`src/rtl/chdiv_pkg.sv`:
```
package chdiv_pkg;

    localparam int REG_AW = 2;

    localparam logic [REG_AW-1:0] ADDR_CTRL   = 2'd0;
    localparam logic [REG_AW-1:0] ADDR_RELOAD = 2'd1;
    localparam logic [REG_AW-1:0] ADDR_STATUS = 2'd2;
    localparam logic [REG_AW-1:0] ADDR_COUNT  = 2'd3;

    localparam int CTRL_START_BIT = 0;
    localparam int CTRL_STOP_BIT  = 1;
    localparam int CTRL_MODE_BIT  = 2;
    localparam int CTRL_SEL_LSB   = 3;

    typedef enum logic [1:0] {
        EDGE_NONE    = 2'b00,
        EDGE_RISING  = 2'b01,
        EDGE_FALLING = 2'b10,
        EDGE_BOTH    = 2'b11
    } edge_sel_e;

    typedef enum logic {
        ST_STOPPED = 1'b0,
        ST_RUNNING = 1'b1
    } chan_state_e;

    typedef enum logic [2:0] {
        ACT_HOLD,
        ACT_START,
        ACT_RESTART,
        ACT_STOP,
        ACT_COUNT,
        ACT_WRAP
    } chan_act_e;

endpackage

```
`src/rtl/chdiv_edge_det.sv`:
```
module chdiv_edge_det
    import chdiv_pkg::*;
#(
    parameter int SYNC_STAGES = 2
) (
    input  logic      clk,
    input  logic      rst_n,
    input  logic      sig_async,
    input  edge_sel_e sel,
    output logic      edge_hit
);

    logic [SYNC_STAGES-1:0] sync_q;
    logic                   last_q;
    logic                   rise_w;
    logic                   fall_w;

    generate
        for (genvar s = 0; s < SYNC_STAGES; s++) begin : g_sync
            if (s == 0) begin : g_first
                always_ff @(posedge clk) begin
                    if (!rst_n) sync_q[s] <= 1'b0;
                    else        sync_q[s] <= sig_async;
                end
            end else begin : g_rest
                always_ff @(posedge clk) begin
                    if (!rst_n) sync_q[s] <= 1'b0;
                    else        sync_q[s] <= sync_q[s-1];
                end
            end
        end
    endgenerate

    always_ff @(posedge clk) begin
        if (!rst_n) last_q <= 1'b0;
        else        last_q <= sync_q[SYNC_STAGES-1];
    end

    assign rise_w =  sync_q[SYNC_STAGES-1] & ~last_q;
    assign fall_w = ~sync_q[SYNC_STAGES-1] &  last_q;

    always_comb begin
        unique case (sel)
            EDGE_NONE:    edge_hit = 1'b0;
            EDGE_RISING:  edge_hit = rise_w;
            EDGE_FALLING: edge_hit = fall_w;
            EDGE_BOTH:    edge_hit = rise_w | fall_w;
            default:      edge_hit = 1'b0;
        endcase
    end

endmodule

```
`src/rtl/chdiv_regs.sv`:
```
module chdiv_regs
    import chdiv_pkg::*;
#(
    parameter int CNT_W = 16
) (
    input  logic              clk,
    input  logic              rst_n,
    input  logic              wr_en,
    input  logic [REG_AW-1:0] addr,
    input  logic [CNT_W-1:0]  wdata,
    output logic [CNT_W-1:0]  rdata,
    input  logic [CNT_W-1:0]  cnt,
    input  logic              running,
    output logic [CNT_W-1:0]  reload,
    output edge_sel_e         sel,
    output logic              start_p,
    output logic              stop_p,
    output logic              start_irq
);

    logic      ctrl_wr;
    logic      mode_q;
    edge_sel_e sel_q;
    logic [CNT_W-1:0] reload_q;

    assign ctrl_wr = wr_en && (addr == ADDR_CTRL);
    assign start_p = ctrl_wr && wdata[CTRL_START_BIT];
    assign stop_p  = ctrl_wr && wdata[CTRL_STOP_BIT];
    // the mode bit written together with a start governs that start
    assign start_irq = ctrl_wr ? wdata[CTRL_MODE_BIT] : mode_q;

    always_ff @(posedge clk) begin
        if (!rst_n) begin
            mode_q   <= 1'b0;
            sel_q    <= EDGE_NONE;
            reload_q <= '0;
        end else if (wr_en) begin
            unique case (addr)
                ADDR_CTRL: begin
                    mode_q <= wdata[CTRL_MODE_BIT];
                    sel_q  <= edge_sel_e'(wdata[CTRL_SEL_LSB +: 2]);
                end
                ADDR_RELOAD: reload_q <= wdata;
                default: ;
            endcase
        end
    end

    assign reload = reload_q;
    assign sel    = sel_q;

    always_comb begin
        rdata = '0;
        unique case (addr)
            ADDR_CTRL: begin
                rdata[CTRL_MODE_BIT]         = mode_q;
                rdata[CTRL_SEL_LSB +: 2]     = sel_q;
            end
            ADDR_RELOAD: rdata    = reload_q;
            ADDR_STATUS: rdata[0] = running;
            ADDR_COUNT:  rdata    = cnt;
            default:     rdata    = '0;
        endcase
    end

endmodule

```
`src/rtl/chdiv_fsm.sv`:
```
module chdiv_fsm
    import chdiv_pkg::*;
#(
    parameter int CNT_W = 16
) (
    input  logic             clk,
    input  logic             rst_n,
    input  logic             start_p,
    input  logic             stop_p,
    input  logic             start_irq,
    input  logic             edge_hit,
    input  logic [CNT_W-1:0] reload,
    output logic             running,
    output logic [CNT_W-1:0] cnt,
    output logic             tout,
    output logic             irq
);

    chan_state_e state_q, state_d;
    chan_act_e   act;
    logic [CNT_W-1:0] cnt_q;
    logic             tout_q;
    logic             irq_q;
    logic             at_zero;

    assign at_zero = (cnt_q == '0);

    // transition selection: stop has priority over start
    always_comb begin
        state_d = state_q;
        act     = ACT_HOLD;
        unique case (state_q)
            ST_STOPPED: begin
                if (!stop_p && start_p) begin
                    state_d = ST_RUNNING;
                    act     = ACT_START;
                end
            end
            ST_RUNNING: begin
                if (stop_p) begin
                    state_d = ST_STOPPED;
                    act     = ACT_STOP;
                end else if (start_p) begin
                    act = ACT_RESTART;
                end else if (edge_hit) begin
                    act = at_zero ? ACT_WRAP : ACT_COUNT;
                end
            end
            default: state_d = ST_STOPPED;
        endcase
    end

    always_ff @(posedge clk) begin
        if (!rst_n) state_q <= ST_STOPPED;
        else        state_q <= state_d;
    end

    always_ff @(posedge clk) begin
        if (!rst_n) begin
            cnt_q  <= '0;
            tout_q <= 1'b0;
            irq_q  <= 1'b0;
        end else begin
            irq_q <= 1'b0;
            unique case (act)
                ACT_START, ACT_RESTART: begin
                    cnt_q <= reload;
                    if (start_irq) begin
                        irq_q  <= 1'b1;
                        tout_q <= ~tout_q;
                    end
                end
                ACT_WRAP: begin
                    cnt_q  <= reload;
                    irq_q  <= 1'b1;
                    tout_q <= ~tout_q;
                end
                ACT_COUNT: cnt_q <= cnt_q - 1'b1;
                ACT_STOP, ACT_HOLD: ;
                default: ;
            endcase
        end
    end

    assign running = (state_q == ST_RUNNING);
    assign cnt     = cnt_q;
    assign tout    = tout_q;
    assign irq     = irq_q;

endmodule

```
`src/rtl/chdiv_top.sv`:
```
module chdiv_top
    import chdiv_pkg::*;
#(
    parameter int CNT_W       = 16,
    parameter int SYNC_STAGES = 2
) (
    input  logic              clk,
    input  logic              rst_n,
    input  logic              ext_in,
    input  logic              reg_wr_en,
    input  logic [REG_AW-1:0] reg_addr,
    input  logic [CNT_W-1:0]  reg_wdata,
    output logic [CNT_W-1:0]  reg_rdata,
    output logic              tout,
    output logic              irq
);

    logic             edge_w;
    logic             start_w;
    logic             stop_w;
    logic             start_irq_w;
    logic             run_w;
    logic [CNT_W-1:0] cnt_w;
    logic [CNT_W-1:0] reload_w;
    edge_sel_e        sel_w;

    chdiv_edge_det #(.SYNC_STAGES(SYNC_STAGES)) u_edge (
        .clk       (clk),
        .rst_n     (rst_n),
        .sig_async (ext_in),
        .sel       (sel_w),
        .edge_hit  (edge_w)
    );

    chdiv_regs #(.CNT_W(CNT_W)) u_regs (
        .clk       (clk),
        .rst_n     (rst_n),
        .wr_en     (reg_wr_en),
        .addr      (reg_addr),
        .wdata     (reg_wdata),
        .rdata     (reg_rdata),
        .cnt       (cnt_w),
        .running   (run_w),
        .reload    (reload_w),
        .sel       (sel_w),
        .start_p   (start_w),
        .stop_p    (stop_w),
        .start_irq (start_irq_w)
    );

    chdiv_fsm #(.CNT_W(CNT_W)) u_fsm (
        .clk       (clk),
        .rst_n     (rst_n),
        .start_p   (start_w),
        .stop_p    (stop_w),
        .start_irq (start_irq_w),
        .edge_hit  (edge_w),
        .reload    (reload_w),
        .running   (run_w),
        .cnt       (cnt_w),
        .tout      (tout),
        .irq       (irq)
    );

endmodule

```
`config.mk`:
```
export PLATFORM = sky130hd
export DESIGN_NAME = chdiv_top
export DESIGN_NICKNAME = d
export VERILOG_FILES = /design/src/rtl/chdiv_pkg.sv /design/src/rtl/chdiv_edge_det.sv /design/src/rtl/chdiv_regs.sv /design/src/rtl/chdiv_fsm.sv /design/src/rtl/chdiv_top.sv
export SDC_FILE = /design/constraint.sdc
export NUM_CORES = 1
export LEC_CHECK = 0
export BUFFER_PORTS_ARGS = -buffer_cell sky130_fd_sc_hd__clkbuf_2
export CAP_MARGIN = 15
export CORE_ASPECT_RATIO = 1.2
export CORE_MARGIN = 5
export CORE_UTILIZATION = 50
export CTS_BUF_LIST = sky130_fd_sc_hd__clkbuf_4 sky130_fd_sc_hd__clkbuf_8
export CTS_CLUSTER_SIZE = 14
export DETAILED_ROUTE_END_ITERATION = 10
export PLACE_DENSITY = 0.72
export RECOVER_POWER = 50
export SYNTH_ARGS = -nofsm -noshare
export SYNTH_HDL_FRONTEND = slang
export SYNTH_HIERARCHICAL = 1
export SYNTH_SLANG_ARGS = --single-unit
export TNS_END_PERCENT = 100
```
`constraint.sdc`:
```
create_clock -name clk -period 2.7 [get_ports clk]
set_clock_uncertainty 0.2 [all_clocks]
set_input_delay 0.54 -clock clk [delete_from_list [all_inputs] [get_ports clk]]
set_output_delay 0.54 -clock clk [all_outputs]
set_load 0.02 [all_outputs]
```
======== Yosys cells after proc, flatten, opt, wreduce, memory -nomap -nowiden ========
Cells that the tools add are included.
word-level totals
  output and inout bits ................... 18
  register bits after elaboration ......... 41
  logic and storage cells ................. 64
cells by class
  reductions and logical operators ........ 15
  bitwise gates (word level) .............. 7
  multiplexer cells ....................... 20
  add/subtract/negate cells ............... 1
  equality and inequality tests ........... 11
operators with widths
  cell                                                                   number
  16-bit one-hot mux with 2 select lines                                 1
  11-bit one-hot mux with 2 select lines                                 1
  16-bit zero test                                                       1
  16-bit by 1-bit subtractor with 16-bit output (second input constant)  1
  3-bit two-way mux                                                      3
  3-bit one-hot mux with 3 select lines                                  1
  2-bit == test (second input constant)                                  4
  1-bit one-hot mux with 2 select lines                                  4
  1-bit two-way mux                                                      7
  3-bit == test (second input constant)                                  2
  3-bit one-hot mux with 2 select lines                                  1
  2-bit AND reduction                                                    3
  2-bit by 1-bit == test with 1-bit output (second input constant)       2
  1-bit logical AND                                                      4
  2-bit zero test                                                        2
  1-bit inverter                                                         4
  1-bit one-hot mux with 4 select lines                                  1
  2-bit nonzero test                                                     2
  3-bit by 1-bit == test with 1-bit output (second input constant)       1
  3-bit by 2-bit == test with 1-bit output (second input constant)       1
  1-bit one-hot mux with 3 select lines                                  1
  3-bit OR reduction                                                     1
  1-bit bitwise AND                                                      2
  2-bit inequality test (second input constant)                          1
  other kinds (3)                                                        3

======== Depth between registers and ports, before layout ========
Gate-level depths: netlist of the first run.
  depth after elaboration ................. 12
  depth in mapped cells ................... 11

======== Modules after synthesis ========
The synthesis of the first run kept the hierarchy.
by module, submodules not included
  module          instances  cells an instance  area an instance (µm²)  seq. area each (µm²)
  chdiv_fsm       1          137                1212.4                  380.4
  chdiv_regs      1          124                1097.3                  380.4
  chdiv_edge_det  1          15                 137.6                   60.1

======== Worst setup path before layout of the first run ========
OpenSTA, ideal clock, no wires.
  kind .................................... input -> register
  start point ............................. in reg_addr[1]
  end point ............................... reg u_fsm.cnt_q[12], in the netlist u_fsm/cnt[12]
  arrival ................................. 2148 ps
  path buffers ............................ 1
  path slack .............................. 285 ps
  stages on the path ...................... 8
  cell sequence ........................... nor3b_2 and2_1 and4bb_2 and3_1 a21oi_2 buf_6 o221ai_1 a21oi_2
between the ends
  cells in the longest elaborated chain, start to end .. 10
  elaborated cells on any way between the ends .. 17
  those cells by class .................... eq/ne (4); mux (5); reduce/logical (8)
ends and longest elaborated chain
  element                                                                              line              source
  start, declared                                                                      chdiv_top.sv:11   input logic [REG_AW-1:0] reg_addr,
  2-bit zero test *                                                                    chdiv_regs.sv:26  assign ctrl_wr = wr_en && (addr == ADDR_CTRL);
  1-bit logical AND *                                                                  chdiv_regs.sv:26
  1-bit logical AND *                                                                  chdiv_regs.sv:28  assign stop_p = ctrl_wr && wdata[CTRL_STOP_BIT];
  net stop_w                                                                           chdiv_top.sv:20   logic stop_w;
  1-bit zero test                                                                      chdiv_fsm.sv:34   if (!stop_p && start_p) begin
  1-bit logical AND                                                                    chdiv_fsm.sv:34
  1-bit two-way mux                                                                    chdiv_fsm.sv:34
  3-bit one-hot mux with 2 select lines *                                              chdiv_fsm.sv:32   unique case (state_q)
  3-bit == test, or another cell as far along                                          chdiv_fsm.sv:65   unique case (act)
  3-bit OR reduction (no source line)                                                  --
  16-bit one-hot mux with 2 select lines / 2-bit nonzero test (equally long branches)  --
  end signal, assigned                                                                 chdiv_fsm.sv:67   cnt_q <= reload;
  end signal, assigned                                                                 chdiv_fsm.sv:74   cnt_q <= reload;
  end signal, assigned                                                                 chdiv_fsm.sv:78   ACT_COUNT: cnt_q <= cnt_q - 1'b1;
  end, declared                                                                        chdiv_fsm.sv:21   logic [CNT_W-1:0] cnt_q;
The timed path passes the listed nets; every way through them passes the cells marked *.
A chain may end at the register's enable or synchronous reset.

======== Worst setup path after layout of the first run ========
  start point ............................. reg u_edge.sync_q[1]
  end point ............................... reg u_fsm.cnt_q[9], in the netlist u_fsm/cnt[9]
between the ends
  cells in the longest elaborated chain, start to end .. 11
  elaborated cells on any way between the ends .. 16
  those cells by class .................... eq/ne (4); mux (6); bitwise (4); reduce/logical (2)
ends and longest elaborated chain
  element                                                                              line                  source
  start, declared                                                                      chdiv_edge_det.sv:13  logic [SYNC_STAGES-1:0] sync_q;
  start signal, assigned by index                                                      chdiv_edge_det.sv:28  else sync_q[s] <= sync_q[s-1];
  1-bit inverter                                                                       chdiv_edge_det.sv:40  assign fall_w = ~sync_q[SYNC_STAGES-1] & last_q;
  1-bit bitwise AND                                                                    chdiv_edge_det.sv:40
  1-bit bitwise OR                                                                     chdiv_edge_det.sv:47  EDGE_BOTH: edge_hit = rise_w | fall_w;
  1-bit one-hot mux with 4 select lines *                                              chdiv_edge_det.sv:43  unique case (sel)
  net edge_w                                                                           chdiv_top.sv:18       logic edge_w;
  3-bit two-way mux *                                                                  chdiv_fsm.sv:45       end else if (edge_hit) begin
  3-bit two-way mux *                                                                  chdiv_fsm.sv:43       end else if (start_p) begin
  3-bit two-way mux *                                                                  chdiv_fsm.sv:40       if (stop_p) begin
  3-bit one-hot mux with 2 select lines *                                              chdiv_fsm.sv:32
  3-bit == test, or another cell as far along                                          chdiv_fsm.sv:65
  3-bit OR reduction (no source line)                                                  --
  16-bit one-hot mux with 2 select lines / 2-bit nonzero test (equally long branches)  --
Marks and branches as above.

==> results of run 1 <==
[path summary, 6_finish.rpt]
kind                            slack [ns]                           to                        start  cells past startpoint
worst max-delay path                  0.24    u_fsm/cnt[9]$_SDFFE_PN0P_  u_edge/sync_q[1]$_SDFF_PN0_                     10
worst min-delay path                  0.25  u_edge/sync_q[0]$_SDFF_PN0_                       ext_in                      2
worst max register to register        0.24    u_fsm/cnt[9]$_SDFFE_PN0P_  u_edge/sync_q[1]$_SDFF_PN0_                     10
worst min register to register        0.25  u_edge/sync_q[1]$_SDFF_PN0_  u_edge/sync_q[0]$_SDFF_PN0_                      1
[cell usage in the layout (no fill, tap or decap), drive strengths merged, types with 2 or more instances in the layout]
master,n
xnor2,4
nor2b,15
a22o,2
nor4,5
mux2i,36
nand2,49
and3,3
a31oi,3
xor2,5
nor3,7
and2b,2
nand2b,2
or3,2
buf,8
ha,4
a211oi,4
clkbuf,47
and4bb,2
a21oi,13
dfxtp,41
and2,7
nor2,10
inv,5
o221ai,7
nand3,6
nand4,2
clkinvlp,2
o21ai,14
[per-stage QoR]
step	instances	util (%)
floorplan	276	-
global placement	371	55.6
detailed placement	371	55.6
CTS	379	57.5
global route	379	57.4
finish	379	57.4
[power by group through the flow]
stage,logic (mW),clock network [mW],registers (mW)
floorplan,0.166,0,0.654
global placement,0.210,0,0.660
detailed placement,0.212,0,0.661
CTS,0.213,0.423,0.646
global route,0.234,0.458,0.650
finish,0.215,0.417,0.647
[cells by family (layout without fill, tap and decap cells)]
group,Yosys count,count (layout),synth area share [%]
AND/OR/NAND/NOR,119,119,27.9
AO/OA/AOI/OAI,47,47,12.9
flip-flops,41,41,33.5
multiplexers,37,37,15.3
buffers and inverters,19,62,5.06
XOR/XNOR,9,9,3.22
adder cells (fa/ha/maj),4,4,2.05
[cell type report]
class,instances,area [um^2],share of cell area [%]
inverters,5,18.8,0.677
repair buffers,49,258,9.29
well taps,60,75.1,2.71
flip-flops and latches,41,821,29.6
multi-input cells,216,1510,54.4
clock inverters,2,15.0,0.541
clock buffers,6,76.3,2.75
[layer usage]
layer / wire length (um) / up-vias
met5: 0 / -
met4: 94 / 0
met3: 299 / 8
met2: 2710 / 57
met1: 2740 / 958
li1: - / 1070
[Yosys cell counts (4+ instances only)]
library cell  count
a21oi_1          10
and2_1            7
buf_6             6
clkbuf_1          4
dfxtp_1          41
ha_1              4
inv_1             5
mux2i_1          36
nand2_1          49
nand3_1           5
nor2_1           10
nor2b_1          15
nor3_1            6
o21ai_0           7
o21ai_1           6
o221ai_1          7
xnor2_1           4
xor2_1            5
[state kept, by name, summed over array words and instances, names as in the netlist]
name	flops
u_edge/last_q	1
u_edge/sync_q	2
u_fsm/cnt	16
u_fsm/irq	1
u_fsm/running	1
u_fsm/tout	1
u_regs/mode_q	1
u_regs/reload	16
u_regs/sel	2
[worst max-delay path, stage by stage (launching register included)]
cell and delay (ns):
dfxtp_1 0.35, inv_1 0.05, ha_1 0.29, nor2b_1 0.11
o21ai_1 0.08, o21ai_1 0.15, and4bb_2 0.31, nand2_1 0.12
or4_1 0.42, a31oi_1 0.18, a21oi_1 0.08
==> flow_metrics.py, run 1 <==
metrics = {
    "final_layout": {
        "fin_nets": 344,
        "diodes": 0,
        "final_area_mm2": 0.00277,
        "drive_gt1_share_pct": 21.3,
        "syn_to_final_growth_pct": 13.3,
        "num-fill-cells": 462,
    },
    "grt": {
        "grt_first_pass_wirelength_um": 9560,
        "grt_use_met1_pct": 25.6,
        "antenna_found_initial": 0,
        "grt_most_used_layer": "met2",
        "met2_usage_pct": 30.1,
        "grt_overflow": 0,
        "grt_pass1_vias": 1971,
        "use_met3_pct": 4.99,
        "grt_max_degree": 31,
        "grtUsageTotal_pct": 19.2,
    },
    "cts": {
        "htree_levels": 2,
        "cts_tree": "built",
        "post_cts_resized": 0,
        "clk_pin_slew_worst_paths_ns": 0.08,
        "root_buffer": "clkbuf_8",
        "cts_buffers": 5,
        "clkSinkCount": 41,
        "post_cts_buffers": 0,
        "worstSkewPairLatency_ns": 0.30,
        "cts_hold_buf": 0,
        "ctsLongestPathBuffers": 2,
    },
    "logic_synthesis": {
        "ys_seq_area_share_pct": 33.5,
        "synthArstFlopShare_pct": 0,
        "syn_avg_cell_area_um2": 8.87,
        "yosysTopAreaCellShare_pct": 33.5,
        "synth_edf_count": 0,
        "synth_cells": 276,
        "ys.flop_type": "dfxtp_1",
        "ys_types": 50,
        "ys_warn_count": 6,
        "netlist_area_mm2": 0.00245,
        "yosys-top-cells-area": "dfxtp_1 34%, mux2i_1 15%, nand2_1 7.5%",
        "syn_nets": 302,
        "synth_top_area_cell": "dfxtp_1",
        "synth-seq-cells": 41,
    },
    "sta": {
        "setup-violations-final": 0,
        "finalSetupTns_ns": 0,
        "clock.fmax_mhz": 407,
        "fin_crit_sh_pct": 91.1,
        "slew_violations": 0,
        "holdWs_ns": 0.250,
        "slew_headroom_pct": 15.2,
        "worstMarginPinSlew_ns": 1.27,
        "hold_viol": 0,
        "rsz0062_at_grt": "no",
        "period_needed_ns": 2.46,
        "setup_ws_ns": 0.241,
    },
    "drt": {
        "ant_nets": 0,
        "drcViolationCount": 0,
        "wire_per_inst_um": 15.4,
        "drtPass1Iterations": 4,
        "drtIter0Drc": 153,
        "viasPerCell": 5.52,
        "routed_wl_um": 5840,
        "vias": 2093,
    },
    "floorplanning": {
        "start_util_pct": 50.6,
        "core_area_mm2": 0.00483,
        "die-area_mm2": 0.00640,
        "dieWidth_um": 73.9,
        "die_h_um": 86.6,
        "pin_count": 40,
        "fp-row-count": 28,
    },
    "place": {
        "globalplace.congestion": 0.948,
        "pre_cts_slack_ns": 0.121,
        "hpwl_um": 4300,
        "dpl_cell_area_mm2": 0.00269,
        "io_buffers": 39,
    },
    "power": {
        "p_clk_share_pct": 32.6,
        "power_frac_seq_pct": 50.6,
        "total_power_mw": 1.28,
        "sw_frac_of_total_pct": 28.9,
        "ir_worst_vdd_uv": 269,
        "comb_power_share_pct": 16.8,
        "leakagePower_nw": 1.15,
        "internal-power_mw": 0.909,
        "switchingPower_mw": 0.369,
        "p_per_area_mw_per_mm2": 461,
    },
    "job": {
        "cap_viol_max_count": 0,
    },
    "critical_path": {
        "arrival_ns": 2.44,
        "cp-start-kind": "flip-flop",
        "cp_max_fo": 4,
        "cp.required_ns": 2.68,
        "end_kind": "flip-flop",
        "path_class": "flip-flop to flip-flop",
    },
    "status": {
        "status": "complete, no violations",
    },
    "hold_path": {
        "holdCritPathClass": "input port to flip-flop",
    },
}
(Power assumes the default switching activity.)
==> run 2: changes to the inputs <==
--- a/config.mk
+++ b/config.mk
@@ -14,7 +14,7 @@
 export CTS_CLUSTER_SIZE = 14
 export DETAILED_ROUTE_END_ITERATION = 10
 export PLACE_DENSITY = 0.72
-export RECOVER_POWER = 50
+export RECOVER_POWER = 100
 export SYNTH_ARGS = -nofsm -noshare
 export SYNTH_HDL_FRONTEND = slang
 export SYNTH_HIERARCHICAL = 1
==> run 2 against run 1 <==
Net effect: utilization shrank 0.47 points; maximum frequency fell by 0.12%; non-clock buffer count stayed put; cell area fell by 0.81%; worst setup slack worse by 0.0030 ns; combinational power hardly changed; power decreased by 0.59%; sequential power about the same; worst hold slack improved by 0.0010 ns; wire length shrank 0.72%; global-route usage unchanged; die area did not move.
==> flow_metrics.py, run 2 (same netlist as run 1, synthesis figures left out) <==
metrics = {
    "status": {
        "status": "complete, no violations",
    },
    "cts": {
        "cts_tree": "built",
        "cts_buffers": 5,
        "htree_levels": 2,
        "ctsLongestPathBuffers": 2,
        "clkSinkCount": 41,
        "post_cts_buffers": 0,
        "root_buffer": "clkbuf_8",
        "post_cts_resized": 0,
        "worstSkewPairLatency_ns": 0.30,
        "cts_hold_buf": 0,
        "clk_pin_slew_worst_paths_ns": 0.08,
    },
    "drt": {
        "drtPass1Iterations": 6,
        "vias": 2080,
        "wire_per_inst_um": 15.3,
        "drtIter0Drc": 151,
        "routed_wl_um": 5800,
        "ant_nets": 0,
        "drcViolationCount": 0,
        "viasPerCell": 5.49,
    },
    "critical_path": {
        "crit_path_top_delay_cell": "or4_1",
        "path_buf_inv": 1,
        "arrival_ns": 2.44,
        "slowest_delay_ns": 0.42,
        "critical-path-top-delay-family": "simple AND/OR/NAND/NOR gates",
        "path_cells": "inv_1 > ha_1 > nor2b_1 > o21ai_1 > o21ai_1 > and4bb_1 > nand2_1 > or4_1 > a31oi_1 > a21oi_1",
        "cp.required_ns": 2.68,
        "cp-start-kind": "flip-flop",
        "cp_max_fo": 4,
        "end_kind": "flip-flop",
        "path_class": "flip-flop to flip-flop",
        "path_common_cell": "o21ai_1",
    },
    "hold_path": {
        "holdCritPathClass": "input port to flip-flop",
    },
    "grt": {
        "grtUsageTotal_pct": 19.2,
        "grt_max_degree": 31,
        "grt_overflow": 0,
        "grt_first_pass_wirelength_um": 9560,
        "grt_pass1_vias": 1971,
        "antenna_found_initial": 0,
    },
    "floorplanning": {
        "dieWidth_um": 73.9,
        "die-area_mm2": 0.00640,
        "pin_count": 40,
        "core_area_mm2": 0.00483,
        "start_util_pct": 50.6,
        "fp-row-count": 28,
        "die_h_um": 86.6,
    },
    "job": {
        "cap_viol_max_count": 0,
    },
    "sta": {
        "setup-violations-final": 0,
        "finalSetupTns_ns": 0,
        "fin_crit_sh_pct": 91.2,
        "hold_viol": 0,
        "clock.fmax_mhz": 406,
        "rsz0062_at_grt": "no",
        "holdWs_ns": 0.251,
        "setup_ws_ns": 0.238,
        "period_needed_ns": 2.46,
        "slew_headroom_pct": 16.3,
        "slew_violations": 0,
        "worstMarginPinSlew_ns": 1.26,
    },
    "final_layout": {
        "fin_nets": 344,
        "layout_commonest_cell": "nand2_1",
        "final_area_mm2": 0.00275,
        "diodes": 0,
        "most-common-layout-cells": "49 x nand2_1, 41 x dfxtp_1, 36 x mux2i_1",
        "syn_to_final_growth_pct": 12.4,
        "drive_gt1_share_pct": 16.9,
        "num-fill-cells": 471,
    },
    "place": {
        "pre_cts_slack_ns": 0.121,
        "globalplace.congestion": 0.948,
        "dpl_cell_area_mm2": 0.00269,
        "io_buffers": 39,
        "hpwl_um": 4300,
    },
    "power": {
        "leakagePower_nw": 1.11,
        "total_power_mw": 1.27,
        "ir_worst_vdd_uv": 267,
        "p_per_area_mw_per_mm2": 462,
    },
}
run 2: cell count changes in the layout (fill, tap and decap cells not counted), sizes merged:
cell,before,now
buf,8,7
clkbuf,47,48
run 2: cell type report:
| class | count | area (um^2) | share of cell area (%) |
|---|---|---|---|
| inverter | 5 | 18.8 | 0.682 |
| timing repair buffer | 49 | 240 | 8.73 |
| multi-input combinational | 216 | 1510 | 54.7 |
| clock buffer | 6 | 76.3 | 2.77 |
| sequential | 41 | 821 | 29.8 |
| tap | 60 | 75.1 | 2.73 |
| clock inverter | 2 | 15.0 | 0.546 |
run 2: layer usage:
layer / share of wire (%) / track usage, % / vias to the layer above
met1: 45 / 25.6 / 950
met5: 0 / 0 / -
met3: 6.3 / 4.99 / 8
li1: - / - / 1070
met4: 1.5 / 5.93 / 0
met2: 47 / 30.1 / 52
run 2: power by group:
group	internal [mW]	total [mW]	switching, mW
combinational	0.0921	0.212	0.120
sequential	0.623	0.647	0.0239
clock	0.192	0.412	0.220
total	0.907	1.27	0.363
run 2: path summary, 6_finish.rpt:
path,slack [ns],cells past startpoint,endpoint,from
min reg2reg,0.25,1,u_edge/sync_q[1]$_SDFF_PN0_,u_edge/sync_q[0]$_SDFF_PN0_
min,0.25,2,u_edge/sync_q[0]$_SDFF_PN0_,ext_in
max,0.24,10,u_fsm/cnt[9]$_SDFFE_PN0P_,u_edge/sync_q[1]$_SDFF_PN0_
max reg2reg,0.24,10,u_fsm/cnt[9]$_SDFFE_PN0P_,u_edge/sync_q[1]$_SDFF_PN0_
run 2: worst register-to-register path, stage by stage (launching register included):
cell and delay (ns):
dfxtp_1 0.35, inv_1 0.05, ha_1 0.29, nor2b_1 0.11, o21ai_1 0.08, o21ai_1 0.15
and4bb_1 0.30, nand2_1 0.14, or4_1 0.42, a31oi_1 0.18, a21oi_1 0.08
run 2: per-stage QoR:
| step | util (%) | instances |
|---|---|---|
| floorplan | - | 276 |
| global placement | 55.6 | 371 |
| detailed placement | 55.6 | 371 |
| CTS | 57.5 | 379 |
| global route | 56.9 | 379 |
| finish | 56.9 | 379 |
